==> config.mk <==
export PLATFORM = sky130hd
export DESIGN_NAME = pwr_cycle_seq
export DESIGN_NICKNAME = d
export VERILOG_FILES = /design/src/rtl/pwr_cycle_seq.sv
export SDC_FILE = /design/constraint.sdc
export NUM_CORES = 1
export LEC_CHECK = 0
export BUFFER_PORTS_ARGS = -buffer_cell sky130_fd_sc_hd__buf_2
export CAP_MARGIN = 40
export CORE_AREA = 2 2 130 132
export DETAILED_ROUTE_END_ITERATION = 10
export DIE_AREA = 0 0 132 134
export PLACE_DENSITY = 0.78
export RECOVER_POWER = 100
export SYNTH_ARGS = -nofsm -noshare
export SYNTH_HDL_FRONTEND = slang
export SYNTH_SLANG_ARGS = --single-unit
export TNS_END_PERCENT = 30
==> constraint.sdc <==
create_clock -name clk -period 11.65 [get_ports clk]
set_input_delay 0.5825 -clock clk [delete_from_list [all_inputs] [get_ports clk]]
set_output_delay 0.5825 -clock clk [all_outputs]
set_load 0.03 [all_outputs]
==> src/rtl/pwr_cycle_seq.sv <==
module pwr_cycle_seq #(
  parameter int TW = 32,
  parameter int DW = 16,
  parameter int CW = 16
) (
  input  logic          clk,
  input  logic          rst_n,
  input  logic          en,
  input  logic [TW-1:0] hold1,
  input  logic [TW-1:0] hold2,
  input  logic [TW-1:0] hold3,
  input  logic [DW-1:0] dead_ticks,
  input  logic [DW-1:0] settle_ticks,
  input  logic [TW-1:0] period_ticks,
  output logic [3:0]    gate,
  output logic [1:0]    state_code,
  output logic [CW-1:0] cycle_cnt,
  output logic [TW-1:0] state_timer,
  output logic          xsamp,
  output logic          psamp
);

  localparam logic [3:0] PAT_HEAT  = 4'b0011;
  localparam logic [3:0] PAT_LOAD  = 4'b0101;
  localparam logic [3:0] PAT_SENSE = 4'b1000;

  function automatic logic [3:0] pattern(input logic [1:0] s);
    case (s)
      2'd1:    return PAT_HEAT;
      2'd2:    return PAT_LOAD;
      2'd3:    return PAT_SENSE;
      default: return 4'b0000;
    endcase
  endfunction

  logic [1:0]    st, prev;
  logic [TW-1:0] tmr, pc, hold_sel;
  logic [CW-1:0] cyc;

  wire active = (st != 2'd0);
  wire [TW:0] tmr_x  = {1'b0, tmr};
  wire [TW:0] dead_x = (TW+1)'(dead_ticks);
  wire [TW:0] strobe_at = dead_x + (TW+1)'(settle_ticks) + (TW+1)'(1);
  wire [1:0]  nxt = (st == 2'd3) ? 2'd1 : st + 2'd1;
  wire done  = (tmr_x + (TW+1)'(1) >= {1'b0, hold_sel}) && (tmr_x >= strobe_at);
  wire pwrap = ({1'b0, pc} + (TW+1)'(1) >= {1'b0, period_ticks});

  always_comb begin
    case (st)
      2'd1:    hold_sel = hold1;
      2'd2:    hold_sel = hold2;
      default: hold_sel = hold3;
    endcase
  end

  always_ff @(posedge clk or negedge rst_n) begin
    if (!rst_n) begin
      st <= 2'd0; prev <= 2'd0; tmr <= '0; cyc <= '0;
    end else if (!en) begin
      st <= 2'd0; prev <= 2'd0; tmr <= '0; cyc <= '0;
    end else if (!active) begin
      st <= 2'd1; prev <= 2'd0; tmr <= '0; cyc <= CW'(1);
    end else if (done) begin
      st <= nxt; prev <= st; tmr <= '0;
      if (nxt == 2'd1) cyc <= cyc + CW'(1);
    end else begin
      tmr <= tmr + TW'(1);
    end
  end

  always_ff @(posedge clk or negedge rst_n) begin
    if (!rst_n)                pc <= '0;
    else if (!en || !active)   pc <= '0;
    else if (pwrap)            pc <= '0;
    else                       pc <= pc + TW'(1);
  end

  assign gate        = (tmr_x <= dead_x) ? (pattern(prev) & pattern(st)) : pattern(st);
  assign state_code  = st;
  assign cycle_cnt   = cyc;
  assign state_timer = tmr;
  assign xsamp       = active && (tmr_x == strobe_at);
  assign psamp       = active && pwrap;

  AST_STATE_ORDER: assert property (@(posedge clk) disable iff (!rst_n)
    (state_code != $past(state_code) && state_code != 2'd0) |->
      (state_code == (($past(state_code) == 2'd3) ? 2'd1 : 2'($past(state_code) + 2'd1))));

  AST_BREAK_BEFORE_MAKE: assert property (@(posedge clk) disable iff (!rst_n)
    (|(gate & ~$past(gate))) |-> (($past(gate) & ~gate) == 4'b0000));

  AST_STROBE_NEW_STATE: assert property (@(posedge clk) disable iff (!rst_n)
    xsamp |-> (state_code != 2'd0 && state_code == $past(state_code)));

  AST_STROBE_SINGLE: assert property (@(posedge clk) disable iff (!rst_n)
    xsamp |=> !xsamp);

  AST_CYCLE_STEP: assert property (@(posedge clk) disable iff (!rst_n)
    (state_code == 2'd1 && $past(state_code) == 2'd3) |->
      (cycle_cnt == $past(cycle_cnt) + CW'(1)));

  AST_TIMER_RESTART: assert property (@(posedge clk) disable iff (!rst_n)
    (state_code != $past(state_code)) |-> (state_timer == '0));

  AST_IDLE_OFF: assert property (@(posedge clk) disable iff (!rst_n)
    !$past(en) |-> (gate == 4'b0000 && state_code == 2'd0 && cycle_cnt == '0));

endmodule

==> results.json, run 1 <==
{
  "synthSimpleGateAreaFrac_pct": 21.58,
  "async_reset_ff_share_pct": 100.0,
  "core_area_um2": 16290,
  "synth_common_cells": "ha_1, dfrtp_1, nand2_1",
  "cts.sinks": 84,
  "crit_chain": "clkbuf_1 -> inv_1 -> ha_1 -> inv_1 -> fa_1 -> a21o_1 -> a21o_1 -> a2111oi_0 -> o31ai_1 -> o41ai_1 -> o211a_1 -> nor2_1 -> a211oi_1 -> ha_1 -> nand3_1 -> or3_1 -> or3_1 -> o211ai_1 -> o22ai_1 -> a21o_1 -> clkbuf_1 -> nand2_1 -> o21ai_0",
  "cts_buffer_depth": 2,
  "numPlacedInstances": 1350,
  "ys_top_cells_by_area": "dfrtp_1, ha_1, xnor2_1, a21o_1, nand2_1",
  "slew_violations": 85,
  "critPathLaunchType": "input port",
  "rows": 47,
  "worst_slew_pin_slew_ns": 2.590,
  "ys_ff_latch": 84,
  "power_mw": 1.078,
  "min_path_type": "input port to async pin",
  "cp-startpoint": "dead_ticks[0]",
  "dieArea_um2": 17690,
  "yosys.area.top_type": "dfrtp_1",
  "vias": 7607,
  "overflow": 0,
  "synth_top_family_by_area": "simple AND/OR/NAND/NOR gates",
  "violations": "capacitance limit, slew limit",
  "period_needed_ns": 6.376,
  "grt_setup_unrepaired": "no",
  "nNetsFinal": 1430,
  "gp_congestion": 0.8834,
  "outcome": "finished, violations left",
  "max-cap-violations": 2,
  "crit_end": "state_code[0]",
  "synth_compound_area_share_pct": 17.81,
  "r2r_start": "state_timer[0]",
  "crit_family": "compound AO/OA/AOI/OAI gates",
  "routedWlPerCell_um": 15.99,
  "path_clk_slew_ns": 0.06,
  "syn_to_final_growth_pct": 19.35,
  "clkLatencyLatePin_ns": 0.35,
  "synth_xor_area_share_pct": 8.699,
  "drive_above_1_share_pct": 16.75,
  "synthesis.nets": 1220,
  "ys.flop_type": "dfrtp_1",
  "synthMuxAreaShare_pct": 0.6292,
  "grt_first_pass_wirelength_um": 35380,
  "cpMostUsedCell": "a21o_1",
  "cp_max_fo": 24,
  "r2r_slack_ns": 6.00,
  "tritoncts": "built",
  "synth_fa_ha_area_share_pct": 19.92,
  "die_h_um": 134,
  "synth_edf_count": 0,
  "start_util_pct": 48.83,
  "cts-root-buf": "clkbuf_16",
  "vias_per_cell": 5.565,
  "dp_hpwl_um": 17360,
  "first_pass_iters": 5,
  "antenna_found_initial": 1,
  "grt_pass1_vias": 7235,
  "arrival_ns": 6.64,
  "ir_drop_mv": 0.08155,
  "finalSetupViolCount": 0,
  "yosysWarnings": 0,
  "cts_made_buffers": 9,
  "drc": 0,
  "grtUsageMet3_pct": 3.364,
  "ys_seq_area_share_pct": 26.43,
  "synth_cells": 931,
  "yosysMostFrequentCell": "ha_1",
  "finalWorstSetupSlack_ns": 5.274,
  "leakage_nw": 5.169,
  "post_cts_resized": 0,
  "ant_nets": 0,
  "die_w_um": 132,
  "synth.top_cell.area_share_pct": 26.43,
  "syn_area_per_cell_um2": 8.543,
  "fin_cells": 1367,
  "utilization_pct": 58.28,
  "p_per_area_nw_per_um2": 113.5,
  "dp_slack_ns": 5.490,
  "ys_types": 54,
  "grt_usage_pct": 24.73,
  "r2r_cells": 16,
  "mappedNetlistArea_um2": 7954,
  "max_freq_mhz": 156.8,
  "grt_max_degree": 60,
  "postCtsSetupBuffers": 0,
  "path_class": "input port to register",
  "skew_ns": 0.007255,
  "path_buf_inv": 4,
  "slowest_stage": "clkbuf_1",
  "hold_slack_ns": 0.02485,
  "ioPinCount": 219,
  "final_hold_viol_count": 0,
  "slowest_delay_ns": 0.83,
  "port_buffers": 218,
  "met2_usage_pct": 39.58,
  "ctsHoldBuffers": 0,
  "placed_cell_area_um2": 9324,
  "worstSetupEndpointType": "register",
  "routed_wl_um": 21860,
  "slew_headroom_pct": -72.70,
  "fin_setup_tns_ns": 0,
  "htree_levels": 3,
  "fin_crit_sh_pct": 54.73,
  "grtUsageMet1_pct": 34.62,
  "cp.required_ns": 11.91,
  "drtIter0Drc": 388,
  "r2r_end": "state_code[0]",
  "grt-busiest-layer": "met2",
  "final_area_um2": 9493,
  "cp.depth": 23
}
[worst min path at each step]
| stage | depth (start not counted) | from | slack, ns | end |
|---|---|---|---|---|
| 6_report | 1 | rst_n | 0.02 | pc[20] |
| 5_1_grt | 1 | rst_n | 0.03 | pc[20] |
| 4_1_cts | 1 | rst_n | 0.004 | pc[20] |
| 3_5_place_dp | 1 | rst_n | 0.37 | pc[20] |
| 3_3_place_gp | 1 | rst_n | 0.37 | pc[19] |
| 2_1_floorplan | 0 | rst_n | 0.29 | cycle_cnt[0] |
[state kept, by name (all words and copies together), names as in the netlist]
| name | flops |
|---|---|
| pc | 32 |
| state_timer | 32 |
| cycle_cnt | 16 |
| prev | 2 |
| state_code | 2 |
[power by group]
part / switching, mW / leakage [nW] / total, mW / internal [mW]
logic: 0.283 / 3.84 / 0.447 / 0.164
registers: 0.0139 / 1.17 / 0.312 / 0.299
clock network: 0.124 / 0.162 / 0.318 / 0.194
total: 0.421 / 5.17 / 1.08 / 0.657
[worst reg2reg max path: cells and delay by family, from the launching register on]
| family | cells | cell delay, ns |
|---|---|---|
| adder cells (fa/ha/maj) | 2 | 0.53 |
| buffers and inverters | 1 | 0.83 |
| AND/OR/NAND/NOR | 5 | 1.68 |
| flip-flops | 1 | 0.53 |
| AO/OA/AOI/OAI | 7 | 1.77 |
| XOR/XNOR | 1 | 0.21 |
[cell type report]
class | count | area, um2
Fill cell | 1517 | 6797
Multi-Input combinational cell | 745 | 5441
Sequential cell | 84 | 2102
Timing Repair Buffer | 228 | 1071
Tap cell | 220 | 275.3
Inverter | 73 | 274.0
Clock buffer | 10 | 239.0
Clock inverter | 6 | 87.58
Antenna cell | 1 | 2.502
[cells by family after synthesis]
family / Yosys count
AOI/OAI and AO/OA: 209
DFF: 84
xor gates and xnor gates: 79
and+or+nand+nor: 326
muxes: 5
adders and majority gates: 126
buffers and inverters: 102
[placed cells by master (no fill, tap or decap), types with 32 or more instances in the layout]
master,synthesis,layout
a21o_1,39,39
a21oi_1,36,36
a22oi_1,32,32
and3_1,42,42
buf_2,2,160
clkbuf_1,26,64
dfrtp_1,84,84
ha_1,125,124
inv_1,73,73
nand2_1,78,78
nand4_1,38,38
nor2_1,48,48
nor2b_1,40,39
o21ai_0,45,45
xnor2_1,51,51
[routing by layer]
layer / up-vias / routed length [um]
met3: 32 / 1275
li1: 3775 / -
met2: 252 / 9955
met4: 0 / 432
met1: 3548 / 10190
met5: - / 0
Power figures use the tool's default switching activity.
==> run 2: changes to the inputs <==
- ABC_AREA: unset -> 1
- CORE_AREA: 2 2 130 132 -> 2 2 136 138
- DIE_AREA: 0 0 132 134 -> 0 0 138 140
- clock period: 11.65 -> 6.2 ns (I/O delays scaled with it)
==> run 2 against run 1 <==
Against the previous run: the run still ends with capacitance limit, slew limit left; area after synthesis rose by 10%; sequential share of layout area fell by 1.7 points; design area rose by 8.4%; register-to-register slack got worse by 4.6 ns; highest routed layer unchanged; non-clock buffer count fell by 4; count of clock-buffer cells in the layout did not move; sequential power rose by 94%; clock skew rose by 0.0024 ns; synthesized cell count rose by 33%.
==> results.json, run 2 <==
{
  "outcome": "finished, violations left",
  "violations": "capacitance limit, slew limit",
  "die_h_um": 140,
  "synth_edf_count": 0,
  "min_path_type": "input port to register",
  "utilization_pct": 57.85,
  "period_needed_ns": 4.818,
  "mappedNetlistArea_um2": 8765,
  "max-cap-violations": 1,
  "crit_family": "simple AND/OR/NAND/NOR gates",
  "ys.flop_type": "dfrtp_1",
  "final_hold_viol_count": 0,
  "start_util_pct": 49.30,
  "ir_drop_mv": 0.2374,
  "cts_made_buffers": 9,
  "grt_max_degree": 52,
  "placed_cell_area_um2": 10100,
  "grt_first_pass_wirelength_um": 41580,
  "slowest_delay_ns": 0.87,
  "nNetsFinal": 1738,
  "die_w_um": 138,
  "finalSetupViolCount": 0,
  "dieArea_um2": 19320,
  "ys_ff_latch": 84,
  "tritoncts": "built",
  "leakage_nw": 5.631,
  "antenna_found_initial": 1,
  "async_reset_ff_share_pct": 100.0,
  "drc": 0,
  "path_buf_inv": 1,
  "synth_common_cells": "inv_1, nand2_1, nor2_1",
  "power_mw": 2.607,
  "slew_headroom_pct": -34.71,
  "crit_chain": "ha_1 -> nand2_1 -> nor2_1 -> nand2_1 -> nor2_1 -> nand4_1 -> nor2_1 -> nand2_1 -> nor2_1 -> xor2_1 -> inv_1 -> ha_1 -> nand3_1 -> nor2_1 -> nand3_1 -> nor2_1 -> nand2_1 -> a21oi_1 -> nor2_2 -> nand3_1 -> nor2_1",
  "critPathLaunchType": "register",
  "ys_types": 50,
  "cp.required_ns": 6.38,
  "max_freq_mhz": 207.6,
  "ys_seq_area_share_pct": 23.98,
  "first_pass_iters": 5,
  "yosysWarnings": 0,
  "ys_top_cells_by_area": "dfrtp_1, ha_1, inv_1, nand2_1, nor2_1",
  "slew_violations": 37,
  "cp_max_fo": 32,
  "syn_area_per_cell_um2": 7.074,
  "vias": 9000,
  "slowest_stage": "nand3_1",
  "fin_setup_tns_ns": 0,
  "synthesis.nets": 1528,
  "overflow": 0,
  "vias_per_cell": 5.344,
  "final_area_um2": 10290,
  "synth_cells": 1239,
  "grt_setup_unrepaired": "no",
  "cpMostUsedCell": "nor2_1",
  "post_cts_resized": 0,
  "port_buffers": 218,
  "path_clk_slew_ns": 0.06,
  "cts-root-buf": "clkbuf_16",
  "hold_slack_ns": 0.2446,
  "grt_pass1_vias": 8434,
  "most-common-layout-cells": "inv_1, nand2_1, buf_2",
  "drive_above_1_share_pct": 14.45,
  "routed_wl_um": 25690,
  "worstSetupEndpointType": "register",
  "ioPinCount": 219,
  "yosysMostFrequentCell": "inv_1",
  "arrival_ns": 5.00,
  "grt_usage_pct": 26.54,
  "postCtsSetupBuffers": 0,
  "worst_slew_pin_slew_ns": 2.021,
  "yosys.area.top_type": "dfrtp_1",
  "drtIter0Drc": 616,
  "path_class": "register to register",
  "skew_ns": 0.009671,
  "cts_buffer_depth": 2,
  "p_per_area_nw_per_um2": 253.4,
  "routedWlPerCell_um": 15.26,
  "gp_congestion": 0.9387,
  "synth.top_cell.area_share_pct": 23.98,
  "dp_hpwl_um": 21370,
  "clkLatencyLatePin_ns": 0.35,
  "cts.sinks": 84,
  "syn_to_final_growth_pct": 17.36,
  "fin_crit_sh_pct": 77.70,
  "rows": 49,
  "core_area_um2": 17780,
  "ant_nets": 0,
  "htree_levels": 3
}
[run 2: cell count changes after synthesis, moves of 37 or more]
cell | previous run | this run
and3_1 | 42 | 2
nand2_1 | 78 | 216
inv_1 | 73 | 220
nor2_1 | 48 | 155
xnor2_1 | 51 | 8
a21o_1 | 39 | 2
nor2b_1 | 40 | 0
[run 2: area by class of cell]
type                       count  area [um2]
inverter                     222       833.3
clock buffer                  10       229.0
tap                          229       286.5
sequential                    84        2102
antenna                        2       5.005
multi-input combinational    908        5648
fill                        1709        7493
timing repair buffer         224        1129
clock inverter                 5       53.80
[run 2: kinds of logic (layout without fill, tap and decap cells)]
logic type,Yosys count,in the layout,share of synthesized area (%)
buf+inv,247,461,11.09
flops,84,84,23.98
xor+xnor,58,58,5.796
fa+ha+maj,126,126,18.07
compound gates,189,189,13.30
simple gates,535,535,27.75
other cells,0,2,0
[run 2: worst register-to-register path, cell delays in order, from the launching register on]
cell	delay, ns
dfrtp_1	0.41
ha_1	0.19
nand2_1	0.09
nor2_1	0.25
nand2_1	0.12
nor2_1	0.24
nand4_1	0.23
nor2_1	0.33
nand2_1	0.16
nor2_1	0.16
xor2_1	0.21
inv_1	0.07
ha_1	0.31
nand3_1	0.09
nor2_1	0.17
nand3_1	0.09
nor2_1	0.16
nand2_1	0.09
a21oi_1	0.21
nor2_2	0.08
nand3_1	0.87
nor2_1	0.12
[run 2: path summary, 6_finish.rpt]
| check | startpoint | end | depth (start not counted) | slack, ns |
|---|---|---|---|---|
| max | pc[0] | pc[27] | 21 | 1.38 |
| min | en | state_code[0] | 3 | 0.24 |
| max reg2reg | pc[0] | pc[27] | 21 | 1.38 |
| min reg2reg | pc[0] | pc[0] | 1 | 0.52 |
| max in group asynchronous | rst_n | prev[1] | 3 | 3.55 |
| min in group asynchronous | rst_n | state_timer[25] | 2 | 1.07 |
[run 2: timing repair]
item                                    CTS  global route
hold buffers                              1             0
endpoints found under the hold margin    35             0
endpoints found under the setup margin    0             0
[run 2: stage by stage]
stage / setup slack (ns) / instances
2_1_floorplan: 2.677 / 1239
3_3_place_gp: 1.832 / 1663
3_5_place_dp: 1.888 / 1666
4_1_cts: 1.859 / 1682
5_1_grt: 0.8955 / 1683
6_report: 1.382 / 1684
[run 2: layer usage]
layer	track usage, %	vias to the layer above	share of wire [%]
li1	-	4493	-
met1	34.52	4144	44
met2	46.14	332	48
met3	3.658	31	6.0
met4	7.895	0	2.1
met5	0	-	0
[run 2: power breakdown]
group / leakage (nW) / total (mW) / internal, mW / switching, mW
Clock: 0.142 / 0.533 / 0.309 / 0.224
Sequential: 1.17 / 0.605 / 0.569 / 0.0359
Combinational: 4.32 / 1.47 / 0.535 / 0.934
Total: 5.63 / 2.61 / 1.41 / 1.19
